$ cat src/rtl/rms_pkg.sv
package rms_pkg;

    localparam int unsigned ADDR_W = 32;

    typedef logic [ADDR_W-1:0] addr_t;

    typedef enum logic [1:0] {
        OP_INV   = 2'd0,
        OP_CLEAN = 2'd1,
        OP_FLUSH = 2'd2,
        OP_RSVD  = 2'd3
    } op_e;

    typedef enum logic [1:0] {
        K_LINE_CI   = 2'd0,
        K_CLEAN_RNG = 2'd1,
        K_INV_RNG   = 2'd2
    } kind_e;

    typedef struct packed {
        kind_e kind;
        addr_t first;
        addr_t last;
    } cmd_t;

    typedef struct packed {
        logic  head_pend;
        addr_t head_addr;
        logic  tail_pend;
        addr_t tail_addr;
        addr_t body_start;
        addr_t body_end;
        logic  do_clean;
        logic  do_inv;
    } plan_t;

    function automatic addr_t align_down(addr_t a, int unsigned line_bytes);
        return a & ~addr_t'(line_bytes - 1);
    endfunction

    function automatic addr_t align_up(addr_t a, int unsigned line_bytes);
        return (a + addr_t'(line_bytes - 1)) & ~addr_t'(line_bytes - 1);
    endfunction

    function automatic logic off_line(addr_t a, int unsigned line_bytes);
        return |(a & addr_t'(line_bytes - 1));
    endfunction

endpackage

$ cat src/rtl/rms_plan.sv
module rms_plan
    import rms_pkg::*;
#(
    parameter int unsigned LINE_BYTES = 32
) (
    input  op_e   op,
    input  addr_t lo,
    input  addr_t hi,
    input  logic  wt,
    output plan_t plan
);
    addr_t lo_adj;
    logic  lo_part;
    logic  hi_part;

    always_comb begin
        plan    = '0;
        lo_part = off_line(lo, LINE_BYTES);
        hi_part = off_line(hi, LINE_BYTES);
        lo_adj  = lo_part ? align_down(lo, LINE_BYTES) + addr_t'(LINE_BYTES) : lo;
        case (op)
            OP_INV: begin
                // partial leading line, R4 partial trailing line
                plan.head_pend  = lo_part;
                plan.head_addr  = align_down(lo, LINE_BYTES);
                plan.tail_pend  = (lo_adj < hi) && hi_part;
                plan.tail_addr  = align_down(hi, LINE_BYTES);
                plan.body_start = lo_adj;
                plan.body_end   = hi_part ? align_down(hi, LINE_BYTES) : hi;
                plan.do_inv     = 1'b1;
            end
            OP_CLEAN: begin
                if (!wt) begin
                    plan.body_start = align_down(lo, LINE_BYTES);
                    plan.body_end   = align_up(hi, LINE_BYTES);
                    plan.do_clean   = 1'b1;
                end
            end
            OP_FLUSH: begin
                plan.body_start = align_down(lo, LINE_BYTES);
                plan.body_end   = align_up(hi, LINE_BYTES);
                plan.do_clean   = !wt;
                plan.do_inv     = 1'b1;
            end
            default: plan = '0;
        endcase
    end
endmodule

$ cat src/rtl/rms_chunk.sv
module rms_chunk
    import rms_pkg::*;
#(
    parameter int unsigned MAX_BYTES  = 1024,
    parameter int unsigned PAGE_BYTES = 4096
) (
    input  addr_t cur,
    input  addr_t lim,
    output addr_t nxt
);
    localparam int unsigned WW = ADDR_W + 1;

    logic [WW-1:0] by_lim;
    logic [WW-1:0] by_max;
    logic [WW-1:0] by_page;
    logic [WW-1:0] pick;

    always_comb begin
        by_lim  = {1'b0, lim};
        by_max  = {1'b0, cur} + WW'(MAX_BYTES);
        by_page = ({1'b0, cur} | WW'(PAGE_BYTES - 1)) + WW'(1);
        pick    = by_lim;
        if (by_max < pick)  pick = by_max;
        if (by_page < pick) pick = by_page;
        nxt     = ADDR_W'(pick);
    end
endmodule

$ cat src/rtl/rms_seq.sv
module rms_seq
    import rms_pkg::*;
#(
    parameter int unsigned LINE_BYTES = 32,
    parameter int unsigned MAX_BYTES  = 1024,
    parameter int unsigned PAGE_BYTES = 4096
) (
    input  logic  clk,
    input  logic  rst,
    input  logic  req_valid,
    output logic  req_ready,
    input  plan_t plan_in,
    output logic  cmd_valid,
    input  logic  cmd_ready,
    output cmd_t  cmd,
    output logic  done
);
    localparam int unsigned LB_W = $clog2(LINE_BYTES);
    localparam int unsigned PG_W = $clog2(PAGE_BYTES);

    typedef enum logic {S_IDLE, S_RUN} st_e;

    st_e   state;
    plan_t work;
    addr_t cur;
    logic  inv_phase;

    addr_t chunk_end;
    cmd_t  nx_cmd;
    logic  nx_have;
    logic  nx_head;
    logic  nx_tail;
    addr_t nx_cur;
    logic  nx_phase;
    logic  slot_free;

    rms_chunk #(
        .MAX_BYTES (MAX_BYTES),
        .PAGE_BYTES(PAGE_BYTES)
    ) u_chunk (
        .cur(cur),
        .lim(work.body_end),
        .nxt(chunk_end)
    );

    always_comb begin
        nx_cmd   = cmd;
        nx_have  = 1'b1;
        nx_head  = work.head_pend;
        nx_tail  = work.tail_pend;
        nx_cur   = cur;
        nx_phase = inv_phase;
        if (work.head_pend) begin
            nx_cmd  = '{kind: K_LINE_CI, first: work.head_addr, last: work.head_addr};
            nx_head = 1'b0;
        end else if (work.tail_pend) begin
            nx_cmd  = '{kind: K_LINE_CI, first: work.tail_addr, last: work.tail_addr};
            nx_tail = 1'b0;
        end else if (cur < work.body_end) begin
            nx_cmd.first = cur;
            nx_cmd.last  = chunk_end - addr_t'(LINE_BYTES);
            if (work.do_clean && !inv_phase) begin
                nx_cmd.kind = K_CLEAN_RNG;
                if (work.do_inv) nx_phase = 1'b1;
                else             nx_cur   = chunk_end;
            end else begin
                nx_cmd.kind = K_INV_RNG;
                nx_phase    = 1'b0;
                nx_cur      = chunk_end;
            end
        end else begin
            nx_have = 1'b0;
        end
    end

    assign slot_free = !cmd_valid || cmd_ready;
    assign req_ready = (state == S_IDLE);

    always_ff @(posedge clk) begin
        if (rst) begin
            state     <= S_IDLE;
            work      <= '0;
            cur       <= '0;
            inv_phase <= 1'b0;
            cmd_valid <= 1'b0;
            cmd       <= '0;
            done      <= 1'b0;
        end else begin
            done <= 1'b0;
            case (state)
                S_IDLE: begin
                    if (req_valid) begin
                        work      <= plan_in;
                        cur       <= plan_in.body_start;
                        inv_phase <= 1'b0;
                        state     <= S_RUN;
                    end
                end
                default: begin
                    if (slot_free) begin
                        if (nx_have) begin
                            cmd            <= nx_cmd;
                            cmd_valid      <= 1'b1;
                            work.head_pend <= nx_head;
                            work.tail_pend <= nx_tail;
                            cur            <= nx_cur;
                            inv_phase      <= nx_phase;
                        end else begin
                            cmd_valid <= 1'b0;
                            done      <= 1'b1;
                            state     <= S_IDLE;
                        end
                    end
                end
            endcase
        end
    end

    // a stalled command is held
    a_r10_hold: assert property (@(posedge clk) disable iff (rst)
        (cmd_valid && !cmd_ready) |=> (cmd_valid && $stable(cmd)));

    // completion is a single-cycle pulse away from any command
    a_r8_pulse: assert property (@(posedge clk) disable iff (rst)
        done |=> !done);
    a_r8_no_overlap: assert property (@(posedge clk) disable iff (rst)
        done |-> !cmd_valid);

    // no request is taken while commands are in flight
    a_r9_busy: assert property (@(posedge clk) disable iff (rst)
        cmd_valid |-> !req_ready);

    // range commands are line aligned, bounded and inside one page
    a_r2_bounds: assert property (@(posedge clk) disable iff (rst)
        (cmd_valid && cmd.kind != K_LINE_CI) |->
            (cmd.first[ADDR_W-1:PG_W] == cmd.last[ADDR_W-1:PG_W]) &&
            (cmd.last >= cmd.first) &&
            ((cmd.last - cmd.first) < addr_t'(MAX_BYTES)) &&
            (cmd.first[LB_W-1:0] == '0));

    // single-line commands name exactly one aligned line
    a_r3_line: assert property (@(posedge clk) disable iff (rst)
        (cmd_valid && cmd.kind == K_LINE_CI) |->
            (cmd.first == cmd.last) && (cmd.first[LB_W-1:0] == '0));
endmodule

$ cat src/rtl/range_maint_splitter.sv
module range_maint_splitter
    import rms_pkg::*;
#(
    parameter int unsigned LINE_BYTES = 32,
    parameter int unsigned MAX_BYTES  = 1024,
    parameter int unsigned PAGE_BYTES = 4096
) (
    input  logic              clk,
    input  logic              rst,
    input  logic              req_valid,
    output logic              req_ready,
    input  logic [1:0]        req_op,
    input  logic [ADDR_W-1:0] req_start,
    input  logic [ADDR_W-1:0] req_end,
    input  logic              wt_mode,
    output logic              cmd_valid,
    input  logic              cmd_ready,
    output logic [1:0]        cmd_kind,
    output logic [ADDR_W-1:0] cmd_first,
    output logic [ADDR_W-1:0] cmd_last,
    output logic              done
);
    plan_t plan;
    cmd_t  cmd;

    rms_plan #(.LINE_BYTES(LINE_BYTES)) u_plan (
        .op  (op_e'(req_op)),
        .lo  (req_start),
        .hi  (req_end),
        .wt  (wt_mode),
        .plan(plan)
    );

    rms_seq #(
        .LINE_BYTES(LINE_BYTES),
        .MAX_BYTES (MAX_BYTES),
        .PAGE_BYTES(PAGE_BYTES)
    ) u_seq (
        .clk      (clk),
        .rst      (rst),
        .req_valid(req_valid),
        .req_ready(req_ready),
        .plan_in  (plan),
        .cmd_valid(cmd_valid),
        .cmd_ready(cmd_ready),
        .cmd      (cmd),
        .done     (done)
    );

    assign cmd_kind  = cmd.kind;
    assign cmd_first = cmd.first;
    assign cmd_last  = cmd.last;
endmodule

$ cat config.mk
export PLATFORM = sky130hd
export DESIGN_NAME = range_maint_splitter
export DESIGN_NICKNAME = d
export VERILOG_FILES = /design/src/rtl/rms_pkg.sv /design/src/rtl/rms_plan.sv /design/src/rtl/rms_chunk.sv /design/src/rtl/rms_seq.sv /design/src/rtl/range_maint_splitter.sv
export SDC_FILE = /design/constraint.sdc
export NUM_CORES = 1
export LEC_CHECK = 0
export ABC_AREA = 1
export BUFFER_PORTS_ARGS = -buffer_cell sky130_fd_sc_hd__buf_2
export CORE_MARGIN = 2
export CORE_UTILIZATION = 25
export CTS_CLUSTER_DIAMETER = 50
export DETAILED_ROUTE_END_ITERATION = 10
export GPL_TIMING_DRIVEN = 0
export PLACE_DENSITY_LB_ADDON = 0.2
export SYNTH_ARGS = -nofsm -noshare
export SYNTH_HDL_FRONTEND = slang
export SYNTH_SLANG_ARGS = --single-unit
$ cat constraint.sdc
create_clock -name clk -period 6.52 [get_ports clk]
set_input_delay 0.978 -clock clk [delete_from_list [all_inputs] [get_ports clk]]
set_output_delay 0.978 -clock clk [all_outputs]
set_load 0.03 [all_outputs]
==> results.md <==
- Status: complete, no violations
- Worst hold start: u_seq.work[84]$_SDFFE_PP0P_
- Area of the multi-input gates: slightly above 9000 µm²
- Buf+Inv Stages, Crit Path: 6
- Synth Instances: around 2.1k
- Initial antenna violation count: 0
- Crit path kind: reg2reg
- R2R depth: 38
- FF-to-FF End: u_seq.cmd[21]$_SDFFE_PP0P_
- Area growth syn-to-layout: 18.8%
- ANT cells: 0
- Avg Inst Size Synth: 6.73 µm²
- Final Hold Viols: 0
- Routability cong.: 0.962
- Tightest Pin Transition: 1130 ps
- Crit end category: flop
- Yosys warnings: 0
- # IOs: 140
- Sequential fraction of the synthesis area: 0.274
- DRT antenna net count: 0
- Vias per inst: 4.88
- EDFF count, synth: 0
- Hold Path Depth: 2
- Routed len/inst: 20.8 µm
- Hold_ws: 465 ps
- Largest family of logic cells by synthesized area: simple AND/OR/NAND/NOR gates
- Top_reg_cell synth: dfxtp_1
- CTS root buffer: clkbuf_16
- Crit path arrival time: 6560 ps
- PD cells: 416 nW/µm²
- IO Port Bufs: 138
- Rel. slew slack: 0.246
- Hold Buf Count CTS: 0
- Initial Util: 0.254
- Synth Register Bits: 192
- Drt total wl: about 63 mm
- Die W: 241 µm
- Synth Area in Adders: 0.0998
- Hold/Removal Path Class: reg2reg
- Clock sink count: 192
- CP dominant cell by count: nor2_4
- R2R Setup Slk: about 290 ps
- Post-synthesis mux area share: 0
- Pre-Repair DR Iteration Count: 5
- Max cap viols: 0
- # DRC: 0
- Slowest-stage cell, CP: dfxtp_1
- Grt total ovfl: 0
- Die height: between 200 and 250 µm
- Fillcell total: approximately 6.3k
- Async set-reset flop share out of synthesis: 0
- Fin crit period: 6230 ps
- FP Rows: 86
- TritonCTS Buffers: 17
- Final setup TNS: 0 ps
- Largest net degree at the start of global routing: 19
- CTS tree: done
- Reg area: 3860 µm²
- Crit path required time: 6850 ps
- Worst ir drop on vdd: 0.000195 V
- Vias in the first global route: ~14k
- Synth unique cells: 58
- CP top delay family: simple AND/OR/NAND/NOR gates
- Vias: 14.7k
- Nets: 2442
- Final Max Slew Viols: 0
- First-pass GRT wire length: 92.2 mm
- Core box area: 55300 µm²
- Compound-Gate Fraction of Synth Area: 0.203
- Critical path startpoint category: flop
- Final setup fails: 0
- Ratio of cells with drive above 1 in the final layout: 0.153
- Clk_skew: 23.7 ps
- DP HPWL: 52.8 mm
- Clock Latency Late Sink: 490 ps
- Simple-Gate Fraction of Synth Area: 0.284
- Slowest stage delay, CP: 330 ps
- Worst reg2reg startpoint: u_seq.cur[15]$_SDFFE_PP0P_
- Fin crit share: 0.955
- Die area: slightly below 60000 µm²
- H-tree Lvls: 4
- FMAX: 0.161 GHz
- CP max FO: 10
- Mapped Area: 14000 µm²
- Clock transition at path regs: 80 ps
- Clock tree buffer depth: 2
- Global Route Usage Sum: 0.217
- XOR/XNOR share of the synthesized area: 0.0387
- Worst Hold End: u_seq.work[84]$_SDFFE_PP0P_
- Leakage power: 0.00738 µW
- DRT iter0 DRCs: 1151
## registers in the layout, indices dropped and copies added (netlist names)
signal / cells
u_seq.cmd: 66
u_seq.cmd_valid: 1
u_seq.cur: 32
u_seq.done: 1
u_seq.inv_phase: 1
u_seq.state: 1
u_seq.work: 90
## worst min-delay path, stage by stage (launching register included)
cell and delay, ps:
dfxtp_1 320, inv_1 50, a211oi_1 50
## worst max path at each step
stage,startpoint,end,slack [ps],cells after the start
after floorplan,u_seq.cur[13]$_SDFFE_PP0P_,u_seq.cmd[29]$_SDFFE_PP0P_,590,39
after global placement,u_seq.cur[17]$_SDFFE_PP0P_,u_seq.cmd[25]$_SDFFE_PP0P_,-1480,39
after detailed placement,u_seq.cur[17]$_SDFFE_PP0P_,u_seq.cmd[25]$_SDFFE_PP0P_,-1510,39
after CTS,u_seq.cur[15]$_SDFFE_PP0P_,u_seq.cmd[25]$_SDFFE_PP0P_,20,39
after global routing,u_seq.cur[21]$_SDFFE_PP0P_,u_seq.cmd[25]$_SDFFE_PP0P_,-10,39
final,u_seq.cur[15]$_SDFFE_PP0P_,u_seq.cmd[21]$_SDFFE_PP0P_,290,38
## final cells by class
cell class                      count  area share
Multi-Input combinational cell   1549       0.544
Sequential cell                   192       0.232
Tap cell                          748      0.0561
Inverter                          246      0.0558
Timing Repair Buffer              152      0.0477
Buffer                            101      0.0309
Clock buffer                       18      0.0257
Clock inverter                     14     0.00855
## layout by cell type (no fill, tap or decap), drive strengths merged, types with 10 or more instances in the layout
| cell | instances |
|---|---|
| a22oi | 26 |
| a221oi | 25 |
| inv | 250 |
| nor4 | 10 |
| dfxtp | 192 |
| clkbuf | 92 |
| nand3 | 82 |
| o21ai | 137 |
| nand2 | 542 |
| o22ai | 11 |
| nand3b | 17 |
| a21oi | 215 |
| nor3 | 29 |
| buf | 179 |
| xor2 | 59 |
| o211ai | 11 |
| a211oi | 32 |
| nand4 | 31 |
| nor2 | 167 |
| ha | 112 |
## logic make-up (layout without fill, tap and decap cells)
family,after synthesis,after routing
other cells,2,5
compound gates,488,488
simple gates,882,882
flops,192,192
buf+inv,348,531
fa+ha+maj,112,112
xor+xnor,62,62
## routing by layer
metal,vias to the layer above,part of all wire,track usage
li1,7307,-,-
met1,6977,0.45,0.280
met2,366,0.49,0.379
met3,77,0.037,0.0184
met4,0,0.028,0.0722
met5,-,0,0
## Yosys cell counts (all sizes together), types with 10 or more instances
cell	n	area (µm²)
a211oi	32	240
a21oi	215	1090
a221oi	25	219
a22oi	26	195
buf	30	208
clkbuf	72	270
dfxtp	192	3840
ha	112	1400
inv	242	911
nand2	542	2230
nand3	82	483
nand3b	17	128
nand4	31	194
nor2	167	731
nor3	29	145
nor4	10	62.6
o211ai	11	82.6
o21ai	137	697
o22ai	11	68.8
xor2	59	517
## stage by stage
step                instance area (µm²)  total power (µW)   util  setup slack [ps]  cells
finish                            16700              6940  0.302               291   3020
global route                      16700              7430  0.302             -13.7   3020
CTS                               16500              6940  0.299              22.5   3011
detailed placement                15700              5660  0.284             -1510   2975
floorplan                         14100              4290      -               595   2089
global placement                  15700              5650  0.284             -1480   2975
## what timing repair did
action | CTS | global route
buffers inserted | 5 | 9
pin swaps | 21 | 15
resized for setup | 71 | 26
setup endpoints to repair | 64 | 18
endpoints found under the hold margin | 0 | 0
## where the power goes
part | switching [µW] | internal, µW
Combinational | 3040 | 1280
Sequential | 156 | 1360
Clock | 557 | 541
Total | 3760 | 3180
Power figures use the tool's default switching activity.
